`config.mk`:
```
export PLATFORM = sky130hd
export DESIGN_NAME = dbg_pkt_tx
export DESIGN_NICKNAME = d
export VERILOG_FILES = /design/src/rtl/dbg_pkt_pkg.sv /design/src/rtl/dbg_pkt_store.sv /design/src/rtl/dbg_pkt_emit.sv /design/src/rtl/dbg_pkt_tx.sv
export SDC_FILE = /design/constraint.sdc
export NUM_CORES = 1
export LEC_CHECK = 0
export BUFFER_PORTS_ARGS = -buffer_cell sky130_fd_sc_hd__buf_2
export CAP_MARGIN = 20
export CORE_MARGIN = 2
export CORE_UTILIZATION = 52
export DETAILED_ROUTE_END_ITERATION = 12
export HOLD_SLACK_MARGIN = 0.05
export PLACE_DENSITY_LB_ADDON = 0.25
export SYNTH_ARGS = -nofsm -noshare
export SYNTH_HDL_FRONTEND = slang
export SYNTH_SLANG_ARGS = --single-unit
```
`constraint.sdc`:
```
create_clock -name clk -period 4.75 [get_ports clk]
set_clock_uncertainty 0.2 [all_clocks]
set_input_delay 0 -clock clk [delete_from_list [all_inputs] [get_ports clk]]
set_output_delay 0 -clock clk [all_outputs]
set_load 0.005 [all_outputs]
```
`src/rtl/dbg_pkt_pkg.sv`:
```
package dbg_pkt_pkg;

    localparam logic [7:0] CH_DOLLAR = 8'h24;
    localparam logic [7:0] CH_TAG    = 8'h4F;
    localparam logic [7:0] CH_HASH   = 8'h23;
    localparam logic [7:0] CH_PLUS   = 8'h2B;
    localparam logic [7:0] CH_LF     = 8'h0A;
    localparam logic [7:0] CH_CR     = 8'h0D;

    typedef enum logic [2:0] {
        PH_START, PH_TAG, PH_HI, PH_LO, PH_HASH, PH_SUM_HI, PH_SUM_LO
    } phase_e;

    typedef enum logic [1:0] {
        ST_FILL, ST_SEND, ST_WAIT, ST_RAW
    } state_e;

    function automatic logic [7:0] hex_char(input logic [3:0] n);
        return (n < 4'd10) ? (8'h30 + {4'h0, n}) : (8'h57 + {4'h0, n});
    endfunction

endpackage

```
`src/rtl/dbg_pkt_store.sv`:
```
module dbg_pkt_store #(
    parameter int DEPTH = 64,
    parameter int AW    = $clog2(DEPTH + 1)
) (
    input  logic          clk,
    input  logic          rst,
    input  logic          wr_en,
    input  logic [AW-1:0] wr_addr,
    input  logic [7:0]    wr_data,
    input  logic [AW-1:0] rd_addr,
    output logic [7:0]    rd_data
);
    logic [7:0] mem [DEPTH];

    always_ff @(posedge clk) begin
        if (wr_en) mem[wr_addr] <= wr_data;
    end

    assign rd_data = mem[rd_addr];


    store_bound_chk: assert property (@(posedge clk) disable iff (rst)
        wr_en |-> (int'(wr_addr) < DEPTH));
endmodule

```
`src/rtl/dbg_pkt_emit.sv`:
```
module dbg_pkt_emit
    import dbg_pkt_pkg::*;
#(
    parameter int AW = 7
) (
    input  logic          clk,
    input  logic          rst,
    input  logic          start,
    input  logic          fire,
    input  logic [AW-1:0] len,
    input  logic [7:0]    rd_data,
    output logic [AW-1:0] rd_addr,
    output logic [7:0]    ch,
    output logic          last
);
    phase_e        phase;
    logic [AW-1:0] idx;
    logic [7:0]    sum;

    always_ff @(posedge clk) begin
        if (rst) begin
            phase <= PH_START;
            idx   <= '0;
            sum   <= '0;
        end else if (start) begin
            phase <= PH_START;
            idx   <= '0;
        end else if (fire) begin
            case (phase)
                PH_START:  phase <= PH_TAG;
                PH_TAG: begin
                    sum   <= CH_TAG;
                    phase <= PH_HI;
                end
                PH_HI: begin
                    sum   <= sum + hex_char(rd_data[7:4]);
                    phase <= PH_LO;
                end
                PH_LO: begin
                    sum <= sum + hex_char(rd_data[3:0]);
                    if (idx + 1'b1 == len) begin
                        phase <= PH_HASH;
                    end else begin
                        idx   <= idx + 1'b1;
                        phase <= PH_HI;
                    end
                end
                PH_HASH:   phase <= PH_SUM_HI;
                PH_SUM_HI: phase <= PH_SUM_LO;
                default:   phase <= PH_START;
            endcase
        end
    end

    always_comb begin
        case (phase)
            PH_START:  ch = CH_DOLLAR;
            PH_TAG:    ch = CH_TAG;
            PH_HI:     ch = hex_char(rd_data[7:4]);
            PH_LO:     ch = hex_char(rd_data[3:0]);
            PH_HASH:   ch = CH_HASH;
            PH_SUM_HI: ch = hex_char(sum[7:4]);
            default:   ch = hex_char(sum[3:0]);
        endcase
    end

    assign rd_addr = idx;
    assign last    = (phase == PH_SUM_LO);


    hex_set_chk: assert property (@(posedge clk) disable iff (rst)
        (phase == PH_HI || phase == PH_LO || phase == PH_SUM_HI || phase == PH_SUM_LO)
        |-> ((ch >= 8'h30 && ch <= 8'h39) || (ch >= 8'h61 && ch <= 8'h66)));
endmodule

```
`src/rtl/dbg_pkt_tx.sv`:
```
module dbg_pkt_tx
    import dbg_pkt_pkg::*;
#(
    parameter int DEPTH = 64
) (
    input  logic       clk,
    input  logic       rst,
    input  logic       raw_mode,
    input  logic       in_valid,
    output logic       in_ready,
    input  logic [7:0] in_data,
    input  logic       in_last,
    output logic       tx_valid,
    input  logic       tx_ready,
    output logic [7:0] tx_data,
    input  logic       rx_valid,
    input  logic [7:0] rx_data,
    input  logic       rx_err
);
    localparam int AW = $clog2(DEPTH + 1);

    state_e        state;
    logic [AW-1:0] cnt;
    logic [7:0]    raw_byte;
    logic          cr_pend;
    logic [AW-1:0] rd_addr;
    logic [7:0]    rd_data;
    logic [7:0]    emit_ch;
    logic          emit_last;

    logic accept, go_raw, wr_en, close, fire, emit_fire, reply, restart;

    assign in_ready  = (state == ST_FILL);
    assign accept    = in_valid && in_ready;
    assign go_raw    = accept && raw_mode && (cnt == '0);
    assign wr_en     = accept && !go_raw;
    assign close     = wr_en && (in_last || cnt == AW'(DEPTH - 1));
    assign tx_valid  = (state == ST_SEND) || (state == ST_RAW);
    assign fire      = tx_valid && tx_ready;
    assign emit_fire = fire && (state == ST_SEND);
    assign reply     = (state == ST_WAIT) && rx_valid && !rx_err;
    assign restart   = close || (reply && rx_data != CH_PLUS);
    assign tx_data   = (state == ST_RAW) ? (cr_pend ? CH_CR : raw_byte) : emit_ch;

    dbg_pkt_store #(.DEPTH(DEPTH), .AW(AW)) u_store (
        .clk     (clk),
        .rst     (rst),
        .wr_en   (wr_en),
        .wr_addr (cnt),
        .wr_data (in_data),
        .rd_addr (rd_addr),
        .rd_data (rd_data)
    );

    dbg_pkt_emit #(.AW(AW)) u_emit (
        .clk     (clk),
        .rst     (rst),
        .start   (restart),
        .fire    (emit_fire),
        .len     (cnt),
        .rd_data (rd_data),
        .rd_addr (rd_addr),
        .ch      (emit_ch),
        .last    (emit_last)
    );

    always_ff @(posedge clk) begin
        if (rst) begin
            state    <= ST_FILL;
            cnt      <= '0;
            raw_byte <= '0;
            cr_pend  <= 1'b0;
        end else begin
            case (state)
                ST_FILL: begin
                    if (go_raw) begin
                        raw_byte <= in_data;
                        cr_pend  <= (in_data == CH_LF);
                        state    <= ST_RAW;
                    end else if (wr_en) begin
                        cnt <= cnt + 1'b1;
                        if (close) state <= ST_SEND;
                    end
                end
                ST_SEND: begin
                    if (emit_fire && emit_last) state <= ST_WAIT;
                end
                ST_WAIT: begin
                    if (reply) begin
                        if (rx_data == CH_PLUS) begin
                            state <= ST_FILL;
                            cnt   <= '0;
                        end else begin
                            state <= ST_SEND;
                        end
                    end
                end
                default: begin
                    if (fire) begin
                        if (cr_pend) cr_pend <= 1'b0;
                        else         state   <= ST_FILL;
                    end
                end
            endcase
        end
    end


    tx_hold_chk: assert property (@(posedge clk) disable iff (rst)
        (tx_valid && !tx_ready) |=> (tx_valid && $stable(tx_data)));


    busy_block_chk: assert property (@(posedge clk) disable iff (rst)
        tx_valid |-> !in_ready);


    ack_release_chk: assert property (@(posedge clk) disable iff (rst)
        (state == ST_WAIT && rx_valid && !rx_err && rx_data == CH_PLUS) |=> in_ready);


    err_drop_chk: assert property (@(posedge clk) disable iff (rst)
        (state == ST_WAIT && rx_valid && rx_err) |=> (!tx_valid && !in_ready));


    cr_order_chk: assert property (@(posedge clk) disable iff (rst)
        (state == ST_RAW && fire && cr_pend) |=> (tx_valid && tx_data == CH_LF));
endmodule

```
==> flow_summary.ini, run 1 <==
[clock_tree]
cts_tree = yes
root_buffer = clkbuf_16
h-tree-depth = 2
clock_path_buffers = 3
cts_buffers = 57
clk_pin_slew_worst_paths_ns = 0.06
cts.sinks = 554
clk_latency_ns = 0.62

[floorplan]
coreArea_um2 = 44120
initial_core_util_pct = 52.53
fp.dieH_um = 215.1
rows = 77
pin_count = 34
die_x_um = 215.1
dieArea_um2 = 46280

[global_routing]
grt_pass1_wl_um = 85790
antenna_found_initial = 0
grt_usage_pct = 25.28
grt_pass1_vias = 13135
overflow = 0
grt_max_degree = 67

[yosys]
ys_seq_area_share_pct = 69.96
synth_seq_cells = 554
synth_area_leader_cell = edfxtp_1
syn_area_per_cell_um2 = 17.31
synth_edf_count = 512
ys_async_sr_fraction_pct = 0
ys_top_cells_by_count = 512 x edfxtp_1, 124 x nor2_1, 115 x mux4_2, 55 x nand2_1, 45 x mux2i_1
synth.most_common_cell = edfxtp_1
ys.warnings.count = 0
synth.top_cells.by_area = edfxtp_1 66%, mux4_2 11%, dfxtp_1 3.6%
synth_cell_type_count = 81
synth_cells = 1339
syn_area_um2 = 23180
syn-num-nets = 1383
synth_ff_type = edfxtp_1
synth_top_area_share_pct = 66.33

[route]
remaining_drc_errors = 0
ant_nets = 0
drtPass1Iterations = 7
wl_per_cell_um = 26.78
vias = 13400
drt_iter0_markers = 1601
via_per_inst = 6.192
drt-total-wl_um = 57950

[place]
port_buffers = 33
finalWeightedCongestion = 0.8667
hpwl_um = 36680

[layout]
register_area_um2 = 16230
multi_input_area_um2 = 6526
layout.nets = 1570
layout-drive-gt1-share_pct = 27.16
syn_to_final_growth_pct = 17.47
antennaDiodeCount = 0
n_fill_cell = 3206

[min_path]
hp-start = tx_ready
min_to = u_emit.phase[2]$_SDFFE_PP0P_
hp-class = primary input to flop
hold_depth = 5

[sta]
post-route-period-util_pct = 97.26
drv_slew = 0
slew_headroom_pct = 36.04
setup_viol = 0
hold_violations = 0
max_freq_mhz = 216.5
timing.hold.ws_ns = 0.1714
fin_crit_ns = 4.620
tightest_slew_ns = 0.9559

[setup_path]
worst-setup-path-type = flop to flop
start_kind = flop
cp.required_ns = 5.08
r2r_setup_slack_ns = 0.13
cp-end-kind = flop
rr_endpoint = u_emit.sum[7]$_SDFFE_PP0P_
cp_max_fo = 11
rr_worst_depth = 20
arrival_ns = 4.95

[power_and_ir_drop]
p_leak_nw = 8.852
total_power_mw = 10.79
power_density_nw_per_um2 = 396.3
ir_drop_mv = 0.3161

[status]
outcome = finished clean

[run]
drv_cap = 0
final cells by class:
cell class | count | share of cell area [%]
sequential | 554 | 59.59
multi-input combinational | 689 | 23.97
timing repair buffer | 197 | 6.204
clock buffer | 68 | 5.542
tap | 592 | 2.720
clock inverter | 37 | 1.599
inverter | 27 | 0.3722
stage by stage:
| step | cells | TNS (ns) | area (um2) | utilization [%] | worst slack (ns) |
|---|---|---|---|---|---|
| floorplan | 1339 | 0 | 23180 | - | 0.3820 |
| global placement | 2006 | -0.2804 | 24620 | 55.81 | -0.1698 |
| detailed placement | 2006 | -0.2575 | 24620 | 55.81 | -0.1663 |
| CTS | 2140 | 0 | 26870 | 60.89 | 0.03181 |
| global route | 2164 | -0.1109 | 27230 | 61.71 | -0.06705 |
| finish | 2164 | 0 | 27230 | 61.71 | 0.1303 |
how the worst max path moves through the flow:
| stage | start | endpoint | slack, ns | depth (start not counted) |
|---|---|---|---|---|
| after floorplan | flop | u_emit.sum[7]$_SDFFE_PP0P_ | 0.38 | 21 |
| after CTS | flop | u_emit.sum[6]$_SDFFE_PP0P_ | 0.03 | 19 |
| after global placement | flop | u_emit.sum[7]$_SDFFE_PP0P_ | -0.17 | 18 |
| final | flop | u_emit.sum[7]$_SDFFE_PP0P_ | 0.13 | 20 |
| after global routing | flop | u_emit.sum[7]$_SDFFE_PP0P_ | -0.07 | 20 |
| after detailed placement | flop | u_emit.sum[7]$_SDFFE_PP0P_ | -0.17 | 18 |
report_power, final:
group	total [mW]	switching, mW	leakage [nW]	internal, mW
Clock	4.63	1.87	0.954	2.76
Sequential	5.42	0.0409	4.94	5.38
Combinational	0.743	0.450	2.95	0.293
Total	10.8	2.36	8.85	8.43
logic make-up (layout without fill, tap and decap cells):
kind of cell | Yosys count | count (layout) | synth area share (%)
DFF | 554 | 554 | 69.96
and+or+nand+nor | 306 | 306 | 6.305
muxes | 170 | 170 | 14.06
AOI/OAI and AO/OA | 164 | 164 | 5.096
buffers and inverters | 96 | 329 | 2.332
xor gates and xnor gates | 28 | 28 | 1.123
adders and majority gates | 20 | 20 | 1.112
other | 1 | 1 | 0.01618
critical path: stages (launching register included):
cell and delay, ns:
dfxtp_4 0.39, buf_12 0.15, buf_16 0.15, mux4_2 0.55, a22o_1 0.20, o21ai_1 0.18, nand4_1 0.25, and2_4 0.28
inv_1 0.07, ha_2 0.17, nand2_1 0.06, or3_4 0.35, a31oi_4 0.18, ha_1 0.26, a21oi_2 0.15, o21bai_1 0.09
a21oi_2 0.21, o21bai_1 0.11, a21oi_2 0.17, nand2_1 0.06, a311oi_1 0.26
timing repair:
item,CTS,global route
gates cloned,0,1
pin swaps,0,7
hold buffers,26,0
buffers inserted,3,23
endpoints found under the hold margin,452,0
endpoints found under the setup margin,2,4
resized for setup,2,26
layer usage:
metal / wire length (um) / vias up / global-route usage [%] / share of wire, %
li1: - / 5741 / - / -
met1: 23640 / 6948 / 35.29 / 41
met2: 28040 / 599 / 40.78 / 48
met3: 4455 / 112 / 4.529 / 7.7
met4: 1823 / 0 / 8.230 / 3.1
met5: 0 / - / 0 / 0
layout by cell type, fill, tap and decap left out, drive strengths merged, types with 7 or more instances in the layout:
cell         netlist  routed
nor3              14      14
a31oi              9       9
dfxtp             42      42
buf               45     170
dlygate4sd3        0      26
mux4             122     122
nand2             55      55
ha                19      19
a22o               7       7
nand4              9       9
xor2              10      10
inv               27      30
or3                9       9
or2               10      10
clkinv             0      24
nor2             124     124
xnor2             17      17
edfxtp           512     512
a22oi             10      10
nor2b             12      12
a21oi             29      29
a221oi             8       8
mux2i             45      45
o211ai             9       9
nand2b             9       9
nand3             33      33
o22ai             10      10
o21ai             29      29
bufinv             0       9
clkbuf            24      69
flip-flops by register name (all words and copies together), names as in the netlist, named ones only:
| register | count |
|---|---|
| state | 2 |
| u_store.mem | 512 |
| u_emit.sum | 8 |
| raw_byte | 8 |
| u_emit.phase | 3 |
| cnt | 7 |
| cr_pend | 1 |
| u_emit.rd_addr | 7 |
No activity file was read; power rests on OpenSTA's default activity.
==> run 2, diff against run 1 <==
--- a/config.mk
+++ b/config.mk
@@ -9,6 +9,7 @@
 export CAP_MARGIN = 20
 export CORE_MARGIN = 2
 export CORE_UTILIZATION = 52
+export CTS_BUF_LIST = sky130_fd_sc_hd__clkbuf_8
 export DETAILED_ROUTE_END_ITERATION = 12
 export HOLD_SLACK_MARGIN = 0.05
 export PLACE_DENSITY_LB_ADDON = 0.25
==> run 2 against run 1 <==
- critical path depth unchanged
- register-to-register slack about the same
- clock power fell by 16%
- flip-flop and latch count stayed put
- core utilization decreased by 0.43 points
- hold slack got worse by 0.045 ns
- global-route usage hardly changed
- clock-buffer cell count up 22
- sequential share of layout area up 0.42 points
- design area decreased by 0.70%
==> flow_summary.ini, run 2 (synthesized netlist as in run 1, its figures left out) <==
[power_and_ir_drop]
switching_share_pct = 23.42
power_frac_clock_pct = 38.7
p_leak_nw = 8.879
p_sw_mw = 2.363
total_power_mw = 10.09
p_comb_share_pct = 7.6
power_density_nw_per_um2 = 373.1
intPower_mw = 7.726
pwr-share-seq_pct = 53.7
ir_drop_mv = 0.2898

[min_path]
hp-class = primary input to flop
hp-start = tx_ready

[route]
remaining_drc_errors = 0
ant_nets = 0
drt-total-wl_um = 58330
vias = 13553
drt_iter0_markers = 1581
via_per_inst = 6.102
wl_per_cell_um = 26.26
drtPass1Iterations = 5

[clock_tree]
clock_path_buffers = 3
cts.sinks = 554
cts_tree = yes
clk_pin_slew_worst_paths_ns = 0.06
clk_latency_ns = 0.67
cts_buffers = 88
root_buffer = clkbuf_8
h-tree-depth = 3

[place]
place_area_um2 = 24620
dp_cells = 2006
place_ws_ns = -0.1663
port_buffers = 33
hpwl_um = 36680
finalWeightedCongestion = 0.8667

[setup_path]
cp-endpoint = u_emit.sum[6]$_SDFFE_PP0P_
start_kind = flop
cp-end-kind = flop
worst-setup-path-type = flop to flop
cp.required_ns = 5.11
slowest_delay_ns = 0.49
cp_max_fo = 10
rr_worst_depth = 20
arrival_ns = 4.98
r2r_setup_slack_ns = 0.14
crit_slowest_cell = mux4_2
crit_chain = clkbuf_16 > buf_4 > buf_4 > mux4_1 > mux2i_1 > mux4_2 > o211ai_4 > inv_1 > or3_1 > nand3_1 > o21ai_0 > ha_2 > fa_1 > a21oi_2 > o21bai_1 > a21oi_1 > nor2_1 > nor2_1 > xor2_1 > a221oi_1
rr_endpoint = u_emit.sum[6]$_SDFFE_PP0P_

[global_routing]
overflow = 0
antenna_found_initial = 0
grt_usage_pct = 25.33
grt_pass1_vias = 13239
grt_max_degree = 67
grt_pass1_wl_um = 85390

[layout]
final_util_pct = 61.27
top_register = u_store.mem
final_common_cell = edfxtp_1
final_cell_mix = 512 x edfxtp_1, 127 x buf_4, 124 x nor2_1, 115 x mux4_2, 90 x clkbuf_8
final_cell_area_um2 = 27040
largest_reg_flops = 512
top_regs = u_store.mem x512, raw_byte x8, u_emit.sum x8
syn_to_final_growth_pct = 16.65
stdcell_count = 2221
layout.nets = 1610
antennaDiodeCount = 0
layout-drive-gt1-share_pct = 28.48
n_fill_cell = 3291

[floorplan]
die_x_um = 215.1
fp.dieH_um = 215.1
coreArea_um2 = 44120
pin_count = 34
initial_core_util_pct = 52.53
dieArea_um2 = 46280
rows = 77

[sta]
setup_ws_ns = 0.1356
fin_crit_ns = 4.614
tightest_slew_ns = 0.9605
hold_violations = 0
slew_headroom_pct = 35.73
max_freq_mhz = 216.7
setup_viol = 0
drv_slew = 0
post-route-period-util_pct = 97.14

[status]
outcome = finished clean

[run]
drv_cap = 0
==> run 2: cell count changes in the layout (fill, tap and decap cells not counted), moves of 3 or more <==
cell / before / now
a221oi_1: 8 / 5
a221oi_2: 0 / 3
buf_4: 120 / 127
bufinv_16: 9 / 5
clkbuf_1: 8 / 0
clkbuf_16: 59 / 2
clkbuf_8: 2 / 90
clkinv_1: 12 / 17
clkinvlp_4: 1 / 4
inv_1: 27 / 51
==> run 2: worst max-delay path, delay by kind of cell, from the launching register on <==
family,cells,cell delay [ns]
buffers and inverters,4,0.62
multiplexers,3,0.93
AND/OR/NAND/NOR,4,0.67
adder cells (fa/ha/maj),2,0.65
flip-flops,1,0.38
AO/OA/AOI/OAI,6,1.00
XOR/XNOR,1,0.08
==> run 2: power by group through the flow <==
stage | combinational (mW) | sequential [mW] | clock, mW
after floorplan | 0.411 | 5.50 | 0
after global placement | 0.665 | 5.52 | 0
after detailed placement | 0.678 | 5.52 | 0
after CTS | 0.729 | 5.42 | 3.96
after global routing | 0.828 | 5.42 | 4.17
final | 0.765 | 5.42 | 3.90
==> run 2: routing by layer <==
layer  global-route usage [%]  wire length, um
met1                    34.51            23610
met2                    40.13            27850
met3                    5.789             4782
met4                    9.770             2084
met5                        0                0
==> run 2: timing repair <==
action / in CTS / in global routing
buffers inserted: 3 / 29
pin swaps: 0 / 8
hold buffers: 28 / 0
endpoints found under the setup margin: 2 / 4
resized for setup: 2 / 30
cloned: 0 / 2
endpoints found under the hold margin: 526 / 0
==> run 2: per-stage QoR <==
| stage | TNS, ns | hold slack, ns |
|---|---|---|
| finish | 0 | 0.1263 |
| global route | -0.05471 | 0.1311 |
| CTS | 0 | 0.07267 |
| detailed placement | -0.2575 | 0.07315 |
| global placement | -0.2804 | 0.07327 |
| floorplan | 0 | -0.1011 |
==> run 2: final cells by class <==
cell class / count / area [um2] / area share, %
inverters: 27 / 101.3 / 0.3748
clock inverters: 63 / 415.4 / 1.536
repair buffers: 206 / 1763 / 6.520
multi-input cells: 689 / 6553 / 24.24
clock buffers: 90 / 1239 / 4.581
well taps: 592 / 740.7 / 2.740
flip-flops and latches: 554 / 16230 / 60.01
==> run 2: worst min path at each step <==
stage                                    to  cells after the start  slack, ns
3_3_place_gp   u_store.mem[54][5]$_DFFE_PP_                      1       0.07
5_1_grt        u_emit.phase[2]$_SDFFE_PP0P_                      5       0.13
2_1_floorplan   u_store.mem[0][0]$_DFFE_PP_                      0      -0.10
4_1_cts        u_emit.phase[2]$_SDFFE_PP0P_                      5       0.07
3_5_place_dp   u_store.mem[55][5]$_DFFE_PP_                      1       0.07
6_report       u_emit.phase[2]$_SDFFE_PP0P_                      5       0.13
